==> src/rtl/keygather_pkg.sv <==
`timescale 1ns/1ps
package keygather_pkg;

  typedef enum logic [1:0] {
    ST_IDLE  = 2'd0,
    ST_CHECK = 2'd1,
    ST_WAIT  = 2'd2
  } seqState_t;

  // Strobes from the control FSM to the datapath, one cycle each.
  typedef struct packed {
    logic load;    // capture run parameters, reset accumulators
    logic issue;   // a read request leaves this cycle
    logic take;    // answered row is good: store word, count it
    logic skip;    // answered row is bad: only move the row pointer
    logic finish;  // latch the verdict
  } seqStrobe_t;

endpackage

==> src/rtl/keygather_datapath.sv <==
`timescale 1ns/1ps
module keygather_datapath
  import keygather_pkg::*;
#(
  parameter int ROW_W         = 10,
  parameter int DATA_W        = 32,
  parameter int KEY_MAX_WORDS = 16,
  parameter int CNT_W         = $clog2(KEY_MAX_WORDS + 1),
  parameter int IDX_W         = (KEY_MAX_WORDS > 1) ? $clog2(KEY_MAX_WORDS) : 1
) (
  input  logic              clk,
  input  logic              rstN,
  input  seqStrobe_t        strobe,
  input  logic [ROW_W-1:0]  startRow,
  input  logic [ROW_W-1:0]  endRow,
  input  logic [CNT_W-1:0]  keyWords,
  input  logic [DATA_W-1:0] rdData,
  output logic              moreWork,
  output logic [ROW_W-1:0]  rdRow,
  output logic [IDX_W-1:0]  keyWrIdx,
  output logic [DATA_W-1:0] keyWrData,
  output logic              pass
);

  localparam int PTR_W = ROW_W + 1;
  localparam logic [CNT_W-1:0] MAX_CNT = CNT_W'(KEY_MAX_WORDS);
  localparam logic [DATA_W-1:0] ALL_ONES = '1;

  // One extra bit so the pointer can step past the highest row.
  logic [PTR_W-1:0]  rowPtr;
  logic [ROW_W-1:0]  endReg;
  logic [CNT_W-1:0]  remain;
  logic [CNT_W-1:0]  idxCnt;
  logic [DATA_W-1:0] orAcc;
  logic [DATA_W-1:0] andAcc;
  logic              passReg;

  logic [CNT_W-1:0] loadCount;
  logic             pastEnd;
  logic             verdict;

  assign loadCount = (keyWords > MAX_CNT) ? MAX_CNT : keyWords;
  assign pastEnd   = rowPtr > {1'b0, endReg};
  assign moreWork  = (remain != '0) && !pastEnd;
  assign verdict   = (andAcc != ALL_ONES) && (orAcc != '0) && !pastEnd;

  assign rdRow     = rowPtr[ROW_W-1:0];
  assign keyWrIdx  = idxCnt[IDX_W-1:0];
  assign keyWrData = rdData;
  assign pass      = passReg;

  always_ff @(posedge clk or negedge rstN) begin
    if (!rstN) begin
      rowPtr  <= '0;
      endReg  <= '0;
      remain  <= '0;
      idxCnt  <= '0;
      orAcc   <= '0;
      andAcc  <= ALL_ONES;
      passReg <= 1'b0;
    end else begin
      if (strobe.load) begin
        rowPtr  <= {1'b0, startRow};
        endReg  <= endRow;
        remain  <= loadCount;
        idxCnt  <= '0;
        orAcc   <= '0;
        andAcc  <= ALL_ONES;
        passReg <= 1'b0;
      end
      if (strobe.take) begin
        orAcc  <= orAcc | rdData;
        andAcc <= andAcc & rdData;
        remain <= remain - CNT_W'(1);
        idxCnt <= idxCnt + CNT_W'(1);
      end
      if (strobe.take || strobe.skip) begin
        rowPtr <= rowPtr + PTR_W'(1);
      end
      if (strobe.finish) begin
        passReg <= verdict;
      end
    end
  end

  // a request never names a row above the captured end row
  assert_row_in_range_R2: assert property (@(posedge clk) disable iff (!rstN)
    strobe.issue |-> (rowPtr <= {1'b0, endReg}));

  // every answered read moves the pointer by exactly one
  assert_row_step_R2: assert property (@(posedge clk) disable iff (!rstN)
    (strobe.take || strobe.skip) |=> (rowPtr == $past(rowPtr) + PTR_W'(1)));

  // a bad row leaves the wanted count untouched
  assert_bad_row_uncounted_R4: assert property (@(posedge clk) disable iff (!rstN)
    strobe.skip |=> (remain == $past(remain)));

  // a word is only stored while words are still wanted
  assert_write_within_count_R5: assert property (@(posedge clk) disable iff (!rstN)
    strobe.take |-> (remain != '0));

  // verdict only moves on finish or on a new load
  assert_pass_hold_R8: assert property (@(posedge clk) disable iff (!rstN)
    (!strobe.finish && !strobe.load) |=> $stable(passReg));

endmodule

==> src/rtl/keygather_control.sv <==
`timescale 1ns/1ps
module keygather_control
  import keygather_pkg::*;
(
  input  logic       clk,
  input  logic       rstN,
  input  logic       startReq,
  input  logic       moreWork,
  input  logic       rdValid,
  input  logic       rdBad,
  output seqStrobe_t strobe,
  output logic       rdReq,
  output logic       keyWrEn,
  output logic       busy,
  output logic       done
);

  seqState_t state;
  seqState_t stateNext;
  logic      doneReg;

  always_comb begin
    stateNext = state;
    strobe    = '0;
    case (state)
      ST_IDLE: begin
        if (startReq) begin
          strobe.load = 1'b1;
          stateNext   = ST_CHECK;
        end
      end
      ST_CHECK: begin
        if (moreWork) begin
          strobe.issue = 1'b1;
          stateNext    = ST_WAIT;
        end else begin
          strobe.finish = 1'b1;
          stateNext     = ST_IDLE;
        end
      end
      ST_WAIT: begin
        if (rdValid) begin
          strobe.take = !rdBad;
          strobe.skip = rdBad;
          stateNext   = ST_CHECK;
        end
      end
      default: stateNext = ST_IDLE;
    endcase
  end

  always_ff @(posedge clk or negedge rstN) begin
    if (!rstN) begin
      state   <= ST_IDLE;
      doneReg <= 1'b0;
    end else begin
      state   <= stateNext;
      doneReg <= strobe.finish;
    end
  end

  assign rdReq   = strobe.issue;
  assign keyWrEn = strobe.take;
  assign busy    = (state != ST_IDLE);
  assign done    = doneReg;

  // Outstanding-read tracker, used by the check below.
  logic inFlight;
  always_ff @(posedge clk or negedge rstN) begin
    if (!rstN) inFlight <= 1'b0;
    else if (rdReq) inFlight <= 1'b1;
    else if (rdValid) inFlight <= 1'b0;
  end

  // no new request while one is unanswered
  assert_single_outstanding_R3: assert property (@(posedge clk) disable iff (!rstN)
    rdReq |-> !inFlight);

  // done is a single-cycle pulse
  assert_done_pulse_R8: assert property (@(posedge clk) disable iff (!rstN)
    done |=> !done);

  // a start while busy does not restart the run
  assert_busy_start_ignored_R9: assert property (@(posedge clk) disable iff (!rstN)
    (busy && startReq) |-> !strobe.load);

endmodule

==> src/rtl/keygather_top.sv <==
`timescale 1ns/1ps
module keygather_top
  import keygather_pkg::*;
#(
  parameter int ROW_W         = 10,
  parameter int DATA_W        = 32,
  parameter int KEY_MAX_WORDS = 16,
  parameter int CNT_W         = $clog2(KEY_MAX_WORDS + 1),
  parameter int IDX_W         = (KEY_MAX_WORDS > 1) ? $clog2(KEY_MAX_WORDS) : 1
) (
  input  logic              clk,
  input  logic              rstN,
  input  logic              startReq,
  input  logic [ROW_W-1:0]  startRow,
  input  logic [ROW_W-1:0]  endRow,
  input  logic [CNT_W-1:0]  keyWords,
  output logic              rdReq,
  output logic [ROW_W-1:0]  rdRow,
  input  logic              rdValid,
  input  logic [DATA_W-1:0] rdData,
  input  logic              rdEccErr,
  input  logic              rdFailFlag,
  output logic              keyWrEn,
  output logic [IDX_W-1:0]  keyWrIdx,
  output logic [DATA_W-1:0] keyWrData,
  output logic              busy,
  output logic              done,
  output logic              pass
);

  seqStrobe_t strobe;
  logic       moreWork;
  logic       rdBad;

  assign rdBad = rdEccErr | rdFailFlag;

  keygather_control i_control (
    .clk      (clk),
    .rstN     (rstN),
    .startReq (startReq),
    .moreWork (moreWork),
    .rdValid  (rdValid),
    .rdBad    (rdBad),
    .strobe   (strobe),
    .rdReq    (rdReq),
    .keyWrEn  (keyWrEn),
    .busy     (busy),
    .done     (done)
  );

  keygather_datapath #(
    .ROW_W         (ROW_W),
    .DATA_W        (DATA_W),
    .KEY_MAX_WORDS (KEY_MAX_WORDS),
    .CNT_W         (CNT_W),
    .IDX_W         (IDX_W)
  ) i_datapath (
    .clk       (clk),
    .rstN      (rstN),
    .strobe    (strobe),
    .startRow  (startRow),
    .endRow    (endRow),
    .keyWords  (keyWords),
    .rdData    (rdData),
    .moreWork  (moreWork),
    .rdRow     (rdRow),
    .keyWrIdx  (keyWrIdx),
    .keyWrData (keyWrData),
    .pass      (pass)
  );

endmodule

==> config.mk <==
export PLATFORM = sky130hd
export DESIGN_NAME = keygather_top
export DESIGN_NICKNAME = d
export VERILOG_FILES = /design/src/rtl/keygather_pkg.sv /design/src/rtl/keygather_datapath.sv /design/src/rtl/keygather_control.sv /design/src/rtl/keygather_top.sv
export SDC_FILE = /design/constraint.sdc
export NUM_CORES = 1
export LEC_CHECK = 0
export ABC_AREA = 0
export CORE_MARGIN = 3
export CORE_UTILIZATION = 35
export DETAILED_ROUTE_END_ITERATION = 7
export DONT_BUFFER_PORTS = 1
export GPL_ROUTABILITY_DRIVEN = 0
export HOLD_SLACK_MARGIN = 0.12
export SLEW_MARGIN = 20
export SYNTH_ARGS = -nofsm -noshare
export SYNTH_HDL_FRONTEND = slang
export SYNTH_SLANG_ARGS = --single-unit
==> constraint.sdc <==
create_clock -name clk -period 2.8 [get_ports clk]
set_clock_uncertainty 0.2 [all_clocks]
set_input_delay 0.56 -clock clk [delete_from_list [all_inputs] [get_ports clk]]
set_output_delay 0.56 -clock clk [all_outputs]
set_load 0.02 [all_outputs]
### Yosys cells after proc, flatten, opt, wreduce, memory -nomap -nowiden

Index checks and enable logic that the tools add are counted.

* logic and storage cells: 61
* register bits after elaboration: 99
* output and inout port bits: 51
* bits of input ports: 63

* equality and inequality tests: 5
* $add $sub $neg: 3
* mux-type cells: 25
* $lt $le $gt $ge: 2
* bitwise operators: 3
* reductions and logical operators: 14

Operators with widths (number)
* $mux 32: 4
* $and 32x32->32: 1
* $ne 32x32->1 const B: 1
* $or 32x32->32: 1
* $reduce_bool 32->1: 1
* $mux 5: 5
* $mux 11: 2
* $add 11x1->11 const B: 1
* $gt 11x10->1: 1
* $mux 2: 5
* $mux 1: 8
* $reduce_bool 2->1: 4
* $pmux 2 s3: 1
* $add 5x1->5 const B: 1
* $gt 5x5->1 const B: 1
* $reduce_bool 5->1: 1
* $sub 5x1->5 const B: 1
* $ne 2x2->1 const B: 2
* $logic_and 1x1->1: 3
* $eq 2x1->1 const B: 1
* $eq 2x2->1 const B: 1
* $logic_not 1->1: 2
* $logic_not 2->1: 1
* $reduce_and 2->1: 1
* 2 further kinds: 2

### Logic depth before layout (Yosys ltp)

* depth in word-level cells: 6
* mapped depth: 7

### Modules after synthesis

Synthesis repeated with hierarchy kept, for this count alone.

* cell total of the unflattened synthesis: 542
* area total of the unflattened synthesis: 4913.5 um^2

Modules (own cells, without submodules)
* keygather_datapath: times used 1, area each 4737.0 um^2, cells an instance 525
* keygather_control: times used 1, area each 170.2 um^2, cells an instance 16
* keygather_top: times used 1, area each 6.3 um^2, cells an instance 1

### Least setup slack after synthesis

No wires, ideal clock.

* path kind: flip-flop to output port
* from: register i_datapath.rowPtr[8]
* to: output port rdReq
* cell stages (with the launch flop): 7
* arrival: 1863 ps
* required time: 2040 ps
* slack: 177 ps
* cell sequence: dfrtp_1 > ha_1 > a21o_1 > a211oi_1 > a21o_1 > a31oi_1 > nor3_1

* cells in the longest elaborated chain, start to end: 5

Ends and longest elaborated chain
* start: declaration: line keygather_datapath.sv:30 `logic [PTR_W-1:0] rowPtr;`
* start signal: assignment: line keygather_datapath.sv:63 `rowPtr <= {1'b0, startRow};`
* start signal: assignment: line keygather_datapath.sv:78 `rowPtr <= rowPtr + PTR_W'(1);`
* $gt 11x10->1: line keygather_datapath.sv:43 `assign pastEnd = rowPtr > {1'b0, endReg};`
* $logic_not 1->1: line keygather_datapath.sv:44 `assign moreWork = (remain != '0) && !pastEnd;`
* $logic_and 1x1->1: line keygather_datapath.sv:44
* $mux 1: line keygather_control.sv:33 `if (moreWork) begin`
* $mux 1: line keygather_control.sv:25 `case (state)`
* end: declaration: line keygather_top.sv:17 `output logic rdReq,`

Every way passes these cells.

### Final worst setup path

* from: register i_datapath.endReg[8]
* to: output port rdReq

* cells in the longest elaborated chain, start to end: 5

Ends and longest elaborated chain
* start: declaration: line keygather_datapath.sv:31 `logic [ROW_W-1:0] endReg;`
* start signal: assignment: line keygather_datapath.sv:64 `endReg <= endRow;`
* $gt 11x10->1: line keygather_datapath.sv:43
* $logic_not 1->1: line keygather_datapath.sv:44
* $logic_and 1x1->1: line keygather_datapath.sv:44
* $mux 1: line keygather_control.sv:33
* $mux 1: line keygather_control.sv:25

Every way passes these cells.

==> key figures <==
Hold path
  • Hold WC Path Type: input port to async pin

Critical path
  • CP most frequent cell: buf_4
  • Setup crit start: i_datapath.endReg[8]$_DFFE_PN0P_
  • Crit Reg-Reg Startpoint: i_control.state[1]$_DFFE_PN0P_
  • CP Capture Type: primary output
  • Slowest CP cell: dfrtp_1
  • Worst path arrival time: ~2000 ps
  • Largest stage delay on the critical path: 370 ps
  • Req. time, crit path: around 2000 ps
  • Worst path cell trace: inv_2 > ha_4 > a21o_1 > a211oi_2 > buf_4 > a31oi_4 > nor3_2 > buf_4
  • CP max FO: 2
  • Top delay family on crit path: compound AO/OA/AOI/OAI gates
  • Worst path buffer plus inverter count: 3
  • CP Launch Type: flip-flop
  • CP Class: flip-flop to primary output

Die
  • Starting density of the core: 0.363
  • I/O pins: between 100 and 150
  • Die Span Y: roughly 120 um
  • Die area: around 15000 um^2
  • Site Rows: a little over 40
  • Die Span X: around 120 um
  • Total core area: 12800 um^2

Power
  • Power Density: 1020 nW/um^2
  • Static leakage: 2.16 nW
  • Max IR drop VDD: around 640 uV

Timing
  • Peak Freq: 0.363 GHz
  • Slew Viols, Final: 0
  • Final setup TNS: 0 ps
  • Final Hold Viols: 98
  • Final period utilization: 0.985
  • Worst-margin pin slew: 445 ps
  • Final worst setup slack: 42.5 ps
  • Tmin final: between 2000 and 3000 ps
  • Slew headroom: 0.703
  • Final hold slack: -311 ps
  • Final setup vio count: 0
  • RSZ-0062 raised after global routing: true

Status
  • Status: finished, violations left
  • Failing checks: negative hold slack

Placed design
  • IO Port Bufs: 0
  • Placed inst area: approximately 4600 um^2
  • Final HPWL DP: ~7.3 mm
  • Dpl ws: around 150 ps

Yosys
  • Synth area leaders: dfrtp_1 (36%), dfstp_2 (18%), buf_4 (7.0%), o22a_1 (6.2%), a22o_1 (6.1%)
  • Post-Syn Area: 4630 um^2
  • #FFs+latches synth: slightly below 100
  • Syn_area_per_cell: ~11 um^2
  • Post-synth EDFFs: 0
  • Most common library cells after synthesis: dfrtp_1 (66), buf_4 (43), nand2_1 (34), o22a_1 (33)
  • Syn Nets: a little under 500
  • Yosys top cell by area: dfrtp_1
  • Top_reg_cell synth: dfrtp_1
  • Netlist cell types: 50
  • Syn Inst Count: a little over 400
  • Sequential share of the synthesized area: 0.538
  • Area fraction of the dominant cell type after synthesis: 0.357
  • Share of flip-flops with an asynchronous set or reset: 1.00
  • Synth warnings: 0
  • Most frequent cell after synthesis: dfrtp_1

GRT
  • Vias in the first global route: about 3.3k
  • First-pass GRT wire length: between 15 and 20 mm
  • Initial antenna violation count: 0
  • GRT Total Usage: 0.154
  • Largest net degree at the start of global routing: 99
  • Total grt overflow: 0

Drt
  • Avg WL per Cell: between 15 and 20 um
  • DRT Pass-1 Iters: 4
  • Initial drt markers: between 150 and 200
  • ANT nets after route: 0
  • Vias: approximately 3.1k
  • Total Wirelength: 10.8 mm
  • Vias/cell: between 5 and 6
  • DRC Markers: 0

Final layout
  • Area growth syn-to-layout: 7.75%
  • Fin area: approximately 5000 um^2
  • Share of layout cells above drive strength 1: 0.214
  • ANT cells: 0
  • Finished Core Util: 0.391
  • Nets: ~470

Clock tree
  • Clk sinks: 98
  • Clock Latency Late Sink: around 360 ps
  • CTS tree: built
  • Clk slew on worst S/H paths: ~80 ps
  • Root buf cell: clkbuf_16
  • Clock buffer count from CTS: 9
  • Clock Path Buffers: 2
  • H-tree Lvls: 3

Run
  • Max_cap viols: 0
[registers in the layout, indices dropped and copies added (netlist names)]
signal,flops
i_control.done,1
i_control.state,2
i_datapath.andAcc,32
i_datapath.endReg,10
i_datapath.idxCnt,4
i_datapath.orAcc,32
i_datapath.pass,1
i_datapath.remain,5
i_datapath.rowPtr,11
[power breakdown]
group | internal, mW | switching (mW) | total [mW]
combinational | 0.775 | 1.06 | 1.84
sequential | 1.79 | 0.228 | 2.02
clock | 0.629 | 0.592 | 1.22
[repair_timing]
action / in CTS / in global routing
gates resized for setup: 5 / 2
cloned: 0 / 0
setup endpoints to repair: 1 / 1
pin swaps: 5 / 1
setup buffers: 1 / 1
hold buffers: 5 / 1
hold endpoints to repair: 103 / 99
[final timing paths]
path	endpoint	slack (ps)	cells past startpoint
hold / removal	i_datapath.orAcc[11]$_DFFE_PN0P_	-310	0
max in group asynchronous	i_datapath.andAcc[29]$_DFFE_PN1P_	2480	0
hold reg to reg	i_datapath.endReg[0]$_DFFE_PN0P_	290	2
setup reg to reg	i_datapath.rowPtr[2]$_DFFE_PN0P_	620	6
setup / recovery	rdReq	40	8
min in group clk	i_datapath.endReg[2]$_DFFE_PN0P_	140	2
[cell usage in the layout, fill, tap and decap left out, types with 4 or more instances in the layout]
cell,count
a21oi_1,8
nand2_1,34
nand2b_1,4
nand3_1,8
dfstp_2,32
clkbuf_16,9
dfrtp_1,66
o21ai_0,22
a22o_1,32
ha_1,13
o311ai_0,6
nand4_1,14
inv_1,17
nor4_1,8
buf_4,18
a21o_1,4
dlygate4sd3_1,6
nor2_1,5
o22a_1,33
[cell families after synthesis]
logic type | after synthesis | synth area share
fa+ha+maj | 14 | 0.0378
flops | 98 | 0.538
simple gates | 96 | 0.115
compound gates | 124 | 0.205
buf+inv | 82 | 0.104
[layout make-up]
class / count / area, um^2
clock buffer: 9 / 225
clock inverter: 7 / 67.6
fill: 1195 / 7780
inverter: 20 / 76.3
multi-input combinational: 234 / 1700
sequential: 98 / 2490
tap: 172 / 215
timing repair buffer: 25 / 215
[stage by stage]
| stage | cells | total power, mW |
|---|---|---|
| 6_report | 565 | 5.08 |
| 5_1_grt | 565 | 5.43 |
| 4_1_cts | 563 | 5.07 |
| 3_5_place_dp | 541 | 3.72 |
| 3_3_place_gp | 541 | 3.68 |
| 2_1_floorplan | 414 | 3.33 |
[routing by layer]
| metal | track usage | wire length [um] |
|---|---|---|
| met5 | 0 | 0 |
| met2 | 0.240 | 4980 |
| met3 | 0.0681 | 841 |
| met4 | 0.0404 | 101 |
| met1 | 0.195 | 4830 |
[worst reg2reg max path, stage by stage (launching register included)]
cell     delay [ps]
dfrtp_1         450
or2_2           420
nor2_4          270
nor2_1          150
inv_2           170
o21ai_0         110
a221o_1         300
Power figures use the tool's default switching activity.
